`src/rtl/refsch_pkg.sv`:
```
package refsch_pkg;
    typedef enum logic [2:0] {
        ST_IDLE,
        ST_PALL,
        ST_WAIT_RP,
        ST_REF,
        ST_WAIT_RFC,
        ST_DONE
    } rs_state_t;

    typedef struct packed {
        logic cs_n;
        logic ras_n;
        logic cas_n;
        logic we_n;
        logic a10;
    } ddr_cmd_t;

    localparam ddr_cmd_t CMD_DESEL = '{cs_n: 1'b1, ras_n: 1'b1, cas_n: 1'b1, we_n: 1'b1, a10: 1'b0};
    localparam ddr_cmd_t CMD_NOP   = '{cs_n: 1'b0, ras_n: 1'b1, cas_n: 1'b1, we_n: 1'b1, a10: 1'b0};
    localparam ddr_cmd_t CMD_PREA  = '{cs_n: 1'b0, ras_n: 1'b0, cas_n: 1'b1, we_n: 1'b0, a10: 1'b1};
    localparam ddr_cmd_t CMD_REF   = '{cs_n: 1'b0, ras_n: 1'b0, cas_n: 1'b0, we_n: 1'b1, a10: 1'b0};
endpackage

```
`src/rtl/refsch_timer.sv`:
```
module refsch_timer #(
    parameter int RATE_W   = 16,
    parameter int RST_RATE = 1560
) (
    input  logic              clk,
    input  logic              rst_n,
    input  logic [RATE_W-1:0] rate_val,
    input  logic              rate_wr,
    output logic              expire
);
    localparam logic [RATE_W-1:0] RST_LOAD = RATE_W'(RST_RATE - 1);

    logic [RATE_W-1:0] cnt;
    logic [RATE_W-1:0] reload;

    // A rate of zero behaves as one clock.
    assign reload = (rate_val == '0) ? '0 : rate_val - RATE_W'(1);

    always_ff @(posedge clk) begin
        if (!rst_n) begin
            cnt <= RST_LOAD;
        end else if (rate_wr) begin
            cnt <= reload;
        end else if (cnt == '0) begin
            cnt <= reload;
        end else begin
            cnt <= cnt - RATE_W'(1);
        end
    end

    assign expire = (cnt == '0) && !rate_wr;

    // A rate write above one leaves at least one quiet cycle before expiry.
    assert_restart_quiet_R3: assert property (@(posedge clk) disable iff (!rst_n)
        (rate_wr && rate_val > RATE_W'(1)) |=> !expire);
endmodule

```
`src/rtl/refsch_debt.sv`:
```
module refsch_debt #(
    parameter int MAX_OWED = 8
) (
    input  logic clk,
    input  logic rst_n,
    input  logic add,
    input  logic sub,
    output logic pending,
    output logic urgent
);
    localparam int CW = $clog2(MAX_OWED + 1);
    localparam logic [CW-1:0] FULL = CW'(MAX_OWED);

    logic [CW-1:0] owed;
    logic          do_add;
    logic          do_sub;

    assign do_add = add && (owed != FULL);
    assign do_sub = sub && (owed != '0);

    always_ff @(posedge clk) begin
        if (!rst_n) begin
            owed <= '0;
        end else begin
            unique case ({do_add, do_sub})
                2'b10:   owed <= owed + CW'(1);
                2'b01:   owed <= owed - CW'(1);
                default: owed <= owed;
            endcase
        end
    end

    assign pending = (owed != '0);
    assign urgent  = (owed == FULL);

    assert_debt_bound_R9: assert property (@(posedge clk) disable iff (!rst_n)
        owed <= FULL);
    assert_debt_step_R9: assert property (@(posedge clk) disable iff (!rst_n)
        (urgent && !sub) |=> urgent);
endmodule

```
`src/rtl/refsch_fsm.sv`:
```
module refsch_fsm
    import refsch_pkg::*;
#(
    parameter int T_W = 8
) (
    input  logic           clk,
    input  logic           rst_n,
    input  logic           pending,
    input  logic           bus_grant,
    input  logic           seq_busy,
    input  logic [T_W-1:0] trp_cyc,
    input  logic [T_W-1:0] trfc_cyc,
    output logic           bus_req,
    output logic           bus_own,
    output logic           rows_inval,
    output ddr_cmd_t       cmd
);
    localparam logic [T_W-1:0] ONE = T_W'(1);

    rs_state_t      state;
    rs_state_t      nxt;
    logic [T_W-1:0] wcnt;
    logic           start;

    assign start = pending && bus_grant && !seq_busy;

    // State register and wait counter.
    always_ff @(posedge clk) begin
        if (!rst_n) begin
            state <= ST_IDLE;
            wcnt  <= '0;
        end else begin
            state <= nxt;
            if (state == ST_PALL) begin
                wcnt <= trp_cyc - ONE;
            end else if (state == ST_REF) begin
                wcnt <= trfc_cyc - ONE;
            end else if (wcnt != '0) begin
                wcnt <= wcnt - ONE;
            end
        end
    end

    // Next-state logic.
    always_comb begin
        nxt = state;
        unique case (state)
            ST_IDLE:     if (start) nxt = ST_PALL;
            ST_PALL:     nxt = (trp_cyc <= ONE) ? ST_REF : ST_WAIT_RP;
            ST_WAIT_RP:  if (wcnt <= ONE) nxt = ST_REF;
            ST_REF:      nxt = (trfc_cyc <= ONE) ? ST_DONE : ST_WAIT_RFC;
            ST_WAIT_RFC: if (wcnt <= ONE) nxt = ST_DONE;
            ST_DONE:     nxt = ST_IDLE;
            default:     nxt = ST_IDLE;
        endcase
    end

    // Outputs.
    always_comb begin
        bus_req    = 1'b0;
        bus_own    = 1'b1;
        rows_inval = 1'b0;
        cmd        = CMD_NOP;
        unique case (state)
            ST_IDLE: begin
                bus_own = 1'b0;
                bus_req = pending;
                cmd     = CMD_DESEL;
            end
            ST_PALL:     cmd = CMD_PREA;
            ST_WAIT_RP:  cmd = CMD_NOP;
            ST_REF:      cmd = CMD_REF;
            ST_WAIT_RFC: cmd = CMD_NOP;
            ST_DONE: begin
                cmd        = CMD_NOP;
                rows_inval = 1'b1;
            end
            default: begin
                bus_own = 1'b0;
                cmd     = CMD_DESEL;
            end
        endcase
    end

    assert_grant_needed_R4: assert property (@(posedge clk) disable iff (!rst_n)
        (state == ST_IDLE && !(pending && bus_grant && !seq_busy)) |=> !bus_own);
    assert_prea_before_ref_R6: assert property (@(posedge clk) disable iff (!rst_n)
        (state == ST_REF) |-> ($past(state) == ST_PALL || $past(state) == ST_WAIT_RP));
    assert_inval_single_R7: assert property (@(posedge clk) disable iff (!rst_n)
        rows_inval |=> (!rows_inval && !bus_own));
    assert_own_starts_prea_R10: assert property (@(posedge clk) disable iff (!rst_n)
        $rose(bus_own) |-> (cmd == CMD_PREA));
    assert_desel_idle_R11: assert property (@(posedge clk) disable iff (!rst_n)
        !bus_own |-> (cmd == CMD_DESEL));
endmodule

```
`src/rtl/ddr2_refresh_sched.sv`:
```
module ddr2_refresh_sched
    import refsch_pkg::*;
#(
    parameter int RATE_W   = 16,
    parameter int T_W      = 8,
    parameter int MAX_OWED = 8,
    parameter int RST_RATE = 1560
) (
    input  logic              clk,
    input  logic              rst_n,
    input  logic [RATE_W-1:0] rate_val,
    input  logic              rate_wr,
    input  logic [T_W-1:0]    trp_cyc,
    input  logic [T_W-1:0]    trfc_cyc,
    input  logic              seq_busy,
    input  logic              bus_grant,
    output logic              bus_req,
    output logic              bus_own,
    output logic              urgent,
    output logic              rows_inval,
    output logic              cmd_cs_n,
    output logic              cmd_ras_n,
    output logic              cmd_cas_n,
    output logic              cmd_we_n,
    output logic              cmd_a10
);
    logic     expire;
    logic     pending;
    ddr_cmd_t cmd;

    refsch_timer #(.RATE_W(RATE_W), .RST_RATE(RST_RATE)) u_timer (
        .clk      (clk),
        .rst_n    (rst_n),
        .rate_val (rate_val),
        .rate_wr  (rate_wr),
        .expire   (expire)
    );

    refsch_debt #(.MAX_OWED(MAX_OWED)) u_debt (
        .clk     (clk),
        .rst_n   (rst_n),
        .add     (expire),
        .sub     (rows_inval),
        .pending (pending),
        .urgent  (urgent)
    );

    refsch_fsm #(.T_W(T_W)) u_fsm (
        .clk        (clk),
        .rst_n      (rst_n),
        .pending    (pending),
        .bus_grant  (bus_grant),
        .seq_busy   (seq_busy),
        .trp_cyc    (trp_cyc),
        .trfc_cyc   (trfc_cyc),
        .bus_req    (bus_req),
        .bus_own    (bus_own),
        .rows_inval (rows_inval),
        .cmd        (cmd)
    );

    assign cmd_cs_n  = cmd.cs_n;
    assign cmd_ras_n = cmd.ras_n;
    assign cmd_cas_n = cmd.cas_n;
    assign cmd_we_n  = cmd.we_n;
    assign cmd_a10   = cmd.a10;

    assert_no_req_while_own_R10: assert property (@(posedge clk) disable iff (!rst_n)
        bus_own |-> !bus_req);
endmodule

```
`config.mk`:
```
export PLATFORM = sky130hd
export DESIGN_NAME = ddr2_refresh_sched
export DESIGN_NICKNAME = d
export VERILOG_FILES = /design/src/rtl/refsch_pkg.sv /design/src/rtl/refsch_timer.sv /design/src/rtl/refsch_debt.sv /design/src/rtl/refsch_fsm.sv /design/src/rtl/ddr2_refresh_sched.sv
export SDC_FILE = /design/constraint.sdc
export NUM_CORES = 1
export LEC_CHECK = 0
export CORE_ASPECT_RATIO = 0.9
export CORE_MARGIN = 1
export CORE_UTILIZATION = 48
export DETAILED_ROUTE_END_ITERATION = 10
export PLACE_DENSITY = 0.8
export SLEW_MARGIN = 0
export SYNTH_ARGS = -nofsm -noshare
export SYNTH_HDL_FRONTEND = slang
export SYNTH_SLANG_ARGS = --single-unit
```
`constraint.sdc`:
```
create_clock -name clk -period 2.5 [get_ports clk]
set_input_delay 0.625 -clock clk [delete_from_list [all_inputs] [get_ports clk]]
set_output_delay 0.625 -clock clk [all_outputs]
set_load 0.05 [all_outputs]
```
Word level (Yosys, flattened, before mapping):

Cells that the tools add are included.
W data, S select, Z words.

* flip-flop bits (word level): 31
* output and inout port bits: 9

* mux-type cells: 17
* eq/ne operators: 12
* reductions and logical operators: 17
* add/sub/neg operators: 7
* magnitude comparators: 3

Operators by type and width (number)
* $mux W16: 3
* $logic_not A16 Y1: 2
* $sub A16 B1 Y16 const B: 2
* $le A8 B1 Y1 const B: 3
* $mux W8: 3
* $sub A8 B1 Y8 const B: 3
* $pmux W3 S5: 1
* $pmux W5 S3: 1
* $mux W3: 3
* $pmux W4 S2: 1
* $reduce_bool A8 Y1: 1
* $eq A3 B2 Y1 const B: 2
* $eq A3 B3 Y1 const B: 2
* $ne A2 B1 Y1 const B: 3
* $logic_and A1 B1 Y1: 5
* $mux W1: 5
* $reduce_or A5 Y1: 1
* $add A4 B1 Y4 const B: 1
* $eq A4 B4 Y1 const B: 1
* $ne A4 B4 Y1 const B: 1
* $reduce_bool A4 Y1: 1
* $sub A4 B1 Y4 const B: 1
* $eq A3 B1 Y1 const B: 1
* $logic_not A3 Y1: 1
* 7 further kinds: 8

Logic depth before layout (Yosys ltp):

* depth in word-level cells: 5
* gate-level depth with buffers: 12

Modules after synthesis:

A second synthesis with hierarchy kept.

* cells, all modules: 329
* area total of the unflattened synthesis: 2666.3 um2

By module, submodules not included
* refsch_timer: area each 1283.7 um2, seq. area each 320.3 um2, cells each 162, instances 1
* refsch_fsm: area each 1089.8 um2, seq. area each 220.2 um2, cells each 135, instances 1
* refsch_debt: area each 292.8 um2, seq. area each 80.1 um2, cells each 32, instances 1

Worst setup path after synthesis:

OpenSTA, ideal clock, no wires.

* path kind: reg2reg
* from: register u_debt.owed[1]
* to: register u_debt.owed[2]
* arrival: 3613 ps
* path slack: -1188 ps
* clock period less this slack: 3688 ps
* cell stages (with the launch flop): 12
* path through: dfxtp_1 > clkbuf_1 > nor4b_1 > nor4_1 > nand3_1 > ha_1 > xor2_1 > ha_1 > a21oi_1 > xor2_1 > or3_1 > a21boi_0

* cells in the longest elaborated chain, start to end: 4
* elaborated cells between the ends (all ways): 10

RTL lines
* from (decl): RTL line refsch_debt.sv:14 `logic [CW-1:0] owed;`
* from (signal assigned): RTL line refsch_debt.sv:26 `2'b10: owed <= owed + CW'(1);`
* from (signal assigned): RTL line refsch_debt.sv:27 `2'b01: owed <= owed - CW'(1);`
* from (signal assigned): RTL line refsch_debt.sv:28 `default: owed <= owed;`
* $ne A4 B4 Y1 or $reduce_bool A4 Y1 (tied branches): RTL line refsch_debt.sv:18, refsch_debt.sv:19
* $logic_and A1 B1 Y1 (on tied branches): RTL line refsch_debt.sv:18, refsch_debt.sv:19
* $eq A2 B1 Y1 or $eq A2 B2 Y1 (tied branches): RTL line refsch_debt.sv:25 `unique case ({do_add, do_sub})`
* $pmux W4 S2 or $reduce_bool A2 Y1 (tied branches)

Several ways; a longest one is shown, not always the timed one.
A chain may end at the register's enable or synchronous reset.

Worst setup path in the final report:

* from: register u_timer.cnt[6]
* to: register u_debt.owed[2]

* cells in the longest elaborated chain, start to end: 5
* elaborated cells between the ends (all ways): 7

RTL lines
* from (decl): RTL line refsch_timer.sv:13 `logic [RATE_W-1:0] cnt;`
* from (signal assigned): RTL line refsch_timer.sv:23 `cnt <= reload;`
* from (signal assigned): RTL line refsch_timer.sv:25 `cnt <= reload;`
* from (signal assigned): RTL line refsch_timer.sv:27 `cnt <= cnt - RATE_W'(1);`
* $logic_not A16 Y1 *: RTL line refsch_timer.sv:31 `assign expire = (cnt == '0) && !rate_wr;`
* $logic_and A1 B1 Y1 *: RTL line refsch_timer.sv:31
* $logic_and A1 B1 Y1 *: RTL line refsch_debt.sv:18 `assign do_add = add && (owed != FULL);`
* $eq A2 B1 Y1 or $eq A2 B2 Y1 (tied branches): RTL line refsch_debt.sv:25
* $pmux W4 S2 or $reduce_bool A2 Y1 (tied branches)

Mark *: on every way between the ends. The rest lies on a longest branch, timed or not.

==> impl_metrics.yaml <==
status:
  status: "completed"
global_routing:
  grtUsageMet1: 0.325
  antenna_found_initial: 0
  met2_usage: 0.435
  met3_usage: 0.0405
  overflow: 0
  grt_pass1_wl_um: 11000
  grt_pass1_vias: 2452
  grt_max_degree: 19
  grt.total_usage: 0.252
  grt.busiest_layer: "met2"
clock_tree:
  cts_tree: "yes"
  clk_latency_ns: 0.28
  cts.sinks: 31
  hold_buffers: 0
  ctsLongestPathBuffers: 2
  htreeDepth: 2
  clk_pin_slew_ns: 0.07
  cts_buffers: 5
  clockRootBuffer: "clkbuf_8"
route:
  vias: 2517
  drt_iter0_markers: 126
  drcViolationCount: 0
  drt_pre_antenna_iters: 4
  wl_per_cell_um: 14.0
  postRouteAntennaNets: 0
  viasPerCell: 5.57
  wl_um: 6330
critical_path:
  r2r_end: "u_debt.owed[2]"
  rrSetupSlack_ns: 0.06
  crit_path_start: "u_timer.cnt[6]"
  worstPathRequired_ns: 2.71
  crit_family: "simple AND/OR/NAND/NOR gates"
  crit_arrival_ns: 2.65
  critPathMaxStageDelay_ns: 0.56
  worstSetupEndpointType: "flip-flop"
  r2r_start: "u_timer.cnt[6]"
  worstRegToRegCells: 10
  cpMaxStageDelayCell: "or4_4"
  crit_type: "reg2reg"
  cp_max_fo: 3
  crit_chain: "or4_4, nor3b_4, nand3_2, ha_4, xor2_2, ha_2, a21oi_2, xor2_1, or3_1, a21boi_1"
  critPathLaunchType: "flip-flop"
  crit_buf_inv: 0
layout:
  instances_no_fill: 452
  final_area_sq_um: 3410
  drive_above_1_share: 0.173
  final_nets: 437
  n_antenna_cell: 0
  synthToLayoutAreaGrowth_pct: 36.9
  layout_common_cells: "36 x clkdlybuf4s50_1, 36 x buf_4, 31 x dfxtp_1"
power:
  powerDensity_nw_per_um2: 589
  p_leak_uw: 0.00130
  ir_worst_vdd_v: 0.000376
floorplan:
  rows: 24
  die_y_um: 70.4
  pin_count: 46
  die_width_um: 78.0
  fp.dieArea_sq_um: 5490
  core_area_sq_um: 4920
  start_util: 0.506
timing:
  fin_setup_tns_ns: 0
  slew_viol_final: 0
  period_share: 0.975
  setup_viol: 0
  fin_worst_skew_ns: 0.00823
  rsz0062_at_grt: "true"
  fin_crit_ns: 2.44
  final_hold_viol_count: 0
  worst_slack_ns: 0.0624
  worst_pin_slew_ns: 0.622
  fmax_ghz: 0.410
  worst_slew_margin_rel: 0.581
place:
  placedCellCount: 445
  dpl_worst_slack_ns: -0.321
  hpwl_um: 5070
  place.gp.congestion: 0.923
  portBuffers: 45
  placed_area_sq_um: 3270
synthesis:
  syn_area_sq_um: 2490
  syn_avg_cell_area_sq_um: 7.99
  ys.flop_type: "dfxtp_1"
  synthCells: 312
  ys.warnings.count: 0
  ys_async_sr_fraction: 0
  syn_nets: 362
  synth_edf_count: 0
  ys_ff_latch: 31
  ys_seq_area_frac: 0.249
  yosysUniqueCellTypes: 56
worst_hold_path:
  hold_class: "reg2reg"
  holdPathStages: 2
  worstHoldStart: "u_fsm.state[2]"
  min_to: "u_fsm.state[1]"
run:
  maxCapViolCount: 0
[synth_stat cells (5+ instances only)]
cell,instances,area (sq um)
mux2i_1,7,70.1
clkbuf_1,5,18.8
ha_1,13,163
o21ai_0,14,70.1
a21oi_1,11,55.1
nor3_1,11,55.1
nand3_1,16,80.1
dfxtp_1,31,621
nor3b_1,5,37.5
xor2_1,22,193
inv_1,16,60.1
nor4_1,9,56.3
xnor2_1,19,166
nor2_1,23,86.3
nor2b_1,5,31.3
or4_1,6,45.0
nand2_1,29,109
[sequential cells by signal (all words and copies together), names as in the netlist]
name         cells
u_fsm.wcnt       8
u_debt.owed      4
u_timer.cnt     16
u_fsm.state      3
[worst max-delay path by stage]
stage / slack, ns / to / depth (start not counted)
5_1_grt: -0.05 / u_debt.owed[2] / 10
3_3_place_gp: -0.22 / u_debt.owed[2] / 10
4_1_cts: 0.002 / u_debt.owed[2] / 10
6_report: 0.06 / u_debt.owed[2] / 10
3_5_place_dp: -0.32 / u_debt.owed[2] / 10
2_1_floorplan: -0.12 / u_debt.owed[2] / 11
[logic make-up after synthesis]
logic type,after synthesis,synth area share
AO/OA/AOI/OAI,63,0.180
XOR/XNOR,41,0.144
adder cells (fa/ha/maj),13,0.0652
buffers and inverters,25,0.0411
flip-flops,31,0.249
multiplexers,7,0.0281
AND/OR/NAND/NOR,132,0.293
[final cells by class]
class / instances / area [sq um]
clock buffers: 6 / 72.6
clock inverters: 1 / 30.0
fillers: 429 / 1510
inverters: 17 / 65.1
multi-input cells: 256 / 1830
flip-flops and latches: 31 / 621
well taps: 65 / 81.3
repair buffers: 76 / 711
[metrics by stage]
step,utilization,power (uW),hold WS [ns]
2_1_floorplan,-,1210,0.507
3_3_place_gp,0.665,1510,0.542
5_1_grt,0.693,2140,0.601
4_1_cts,0.689,2020,0.572
6_report,0.693,2010,0.579
3_5_place_dp,0.665,1540,0.558
[worst register-to-register path, delay by kind of cell, from the launching register on]
kind,cells,cell delay (ns)
compound gates,2,0.24
xor+xnor,2,0.22
fa+ha+maj,2,0.38
flops,1,0.31
simple gates,4,1.22
[per-layer routing]
| metal | part of all wire | routed length (um) |
|---|---|---|
| met5 | 0 | 0 |
| met4 | 0.013 | 82 |
| met3 | 0.038 | 243 |
| met2 | 0.48 | 3030 |
| met1 | 0.47 | 2980 |
[where the power goes]
part           internal [uW]  switching [uW]
combinational            423             476
sequential               566            74.5
clock                    292             180
total                   1280             731
[repair_timing]
action | in CTS | in global routing
endpoints found under the setup margin | 1 | 1
setup buffers | 0 | 0
resized for setup | 4 | 4
pin swaps | 0 | 4
Note: power is estimated with default switching activity, not from simulation.
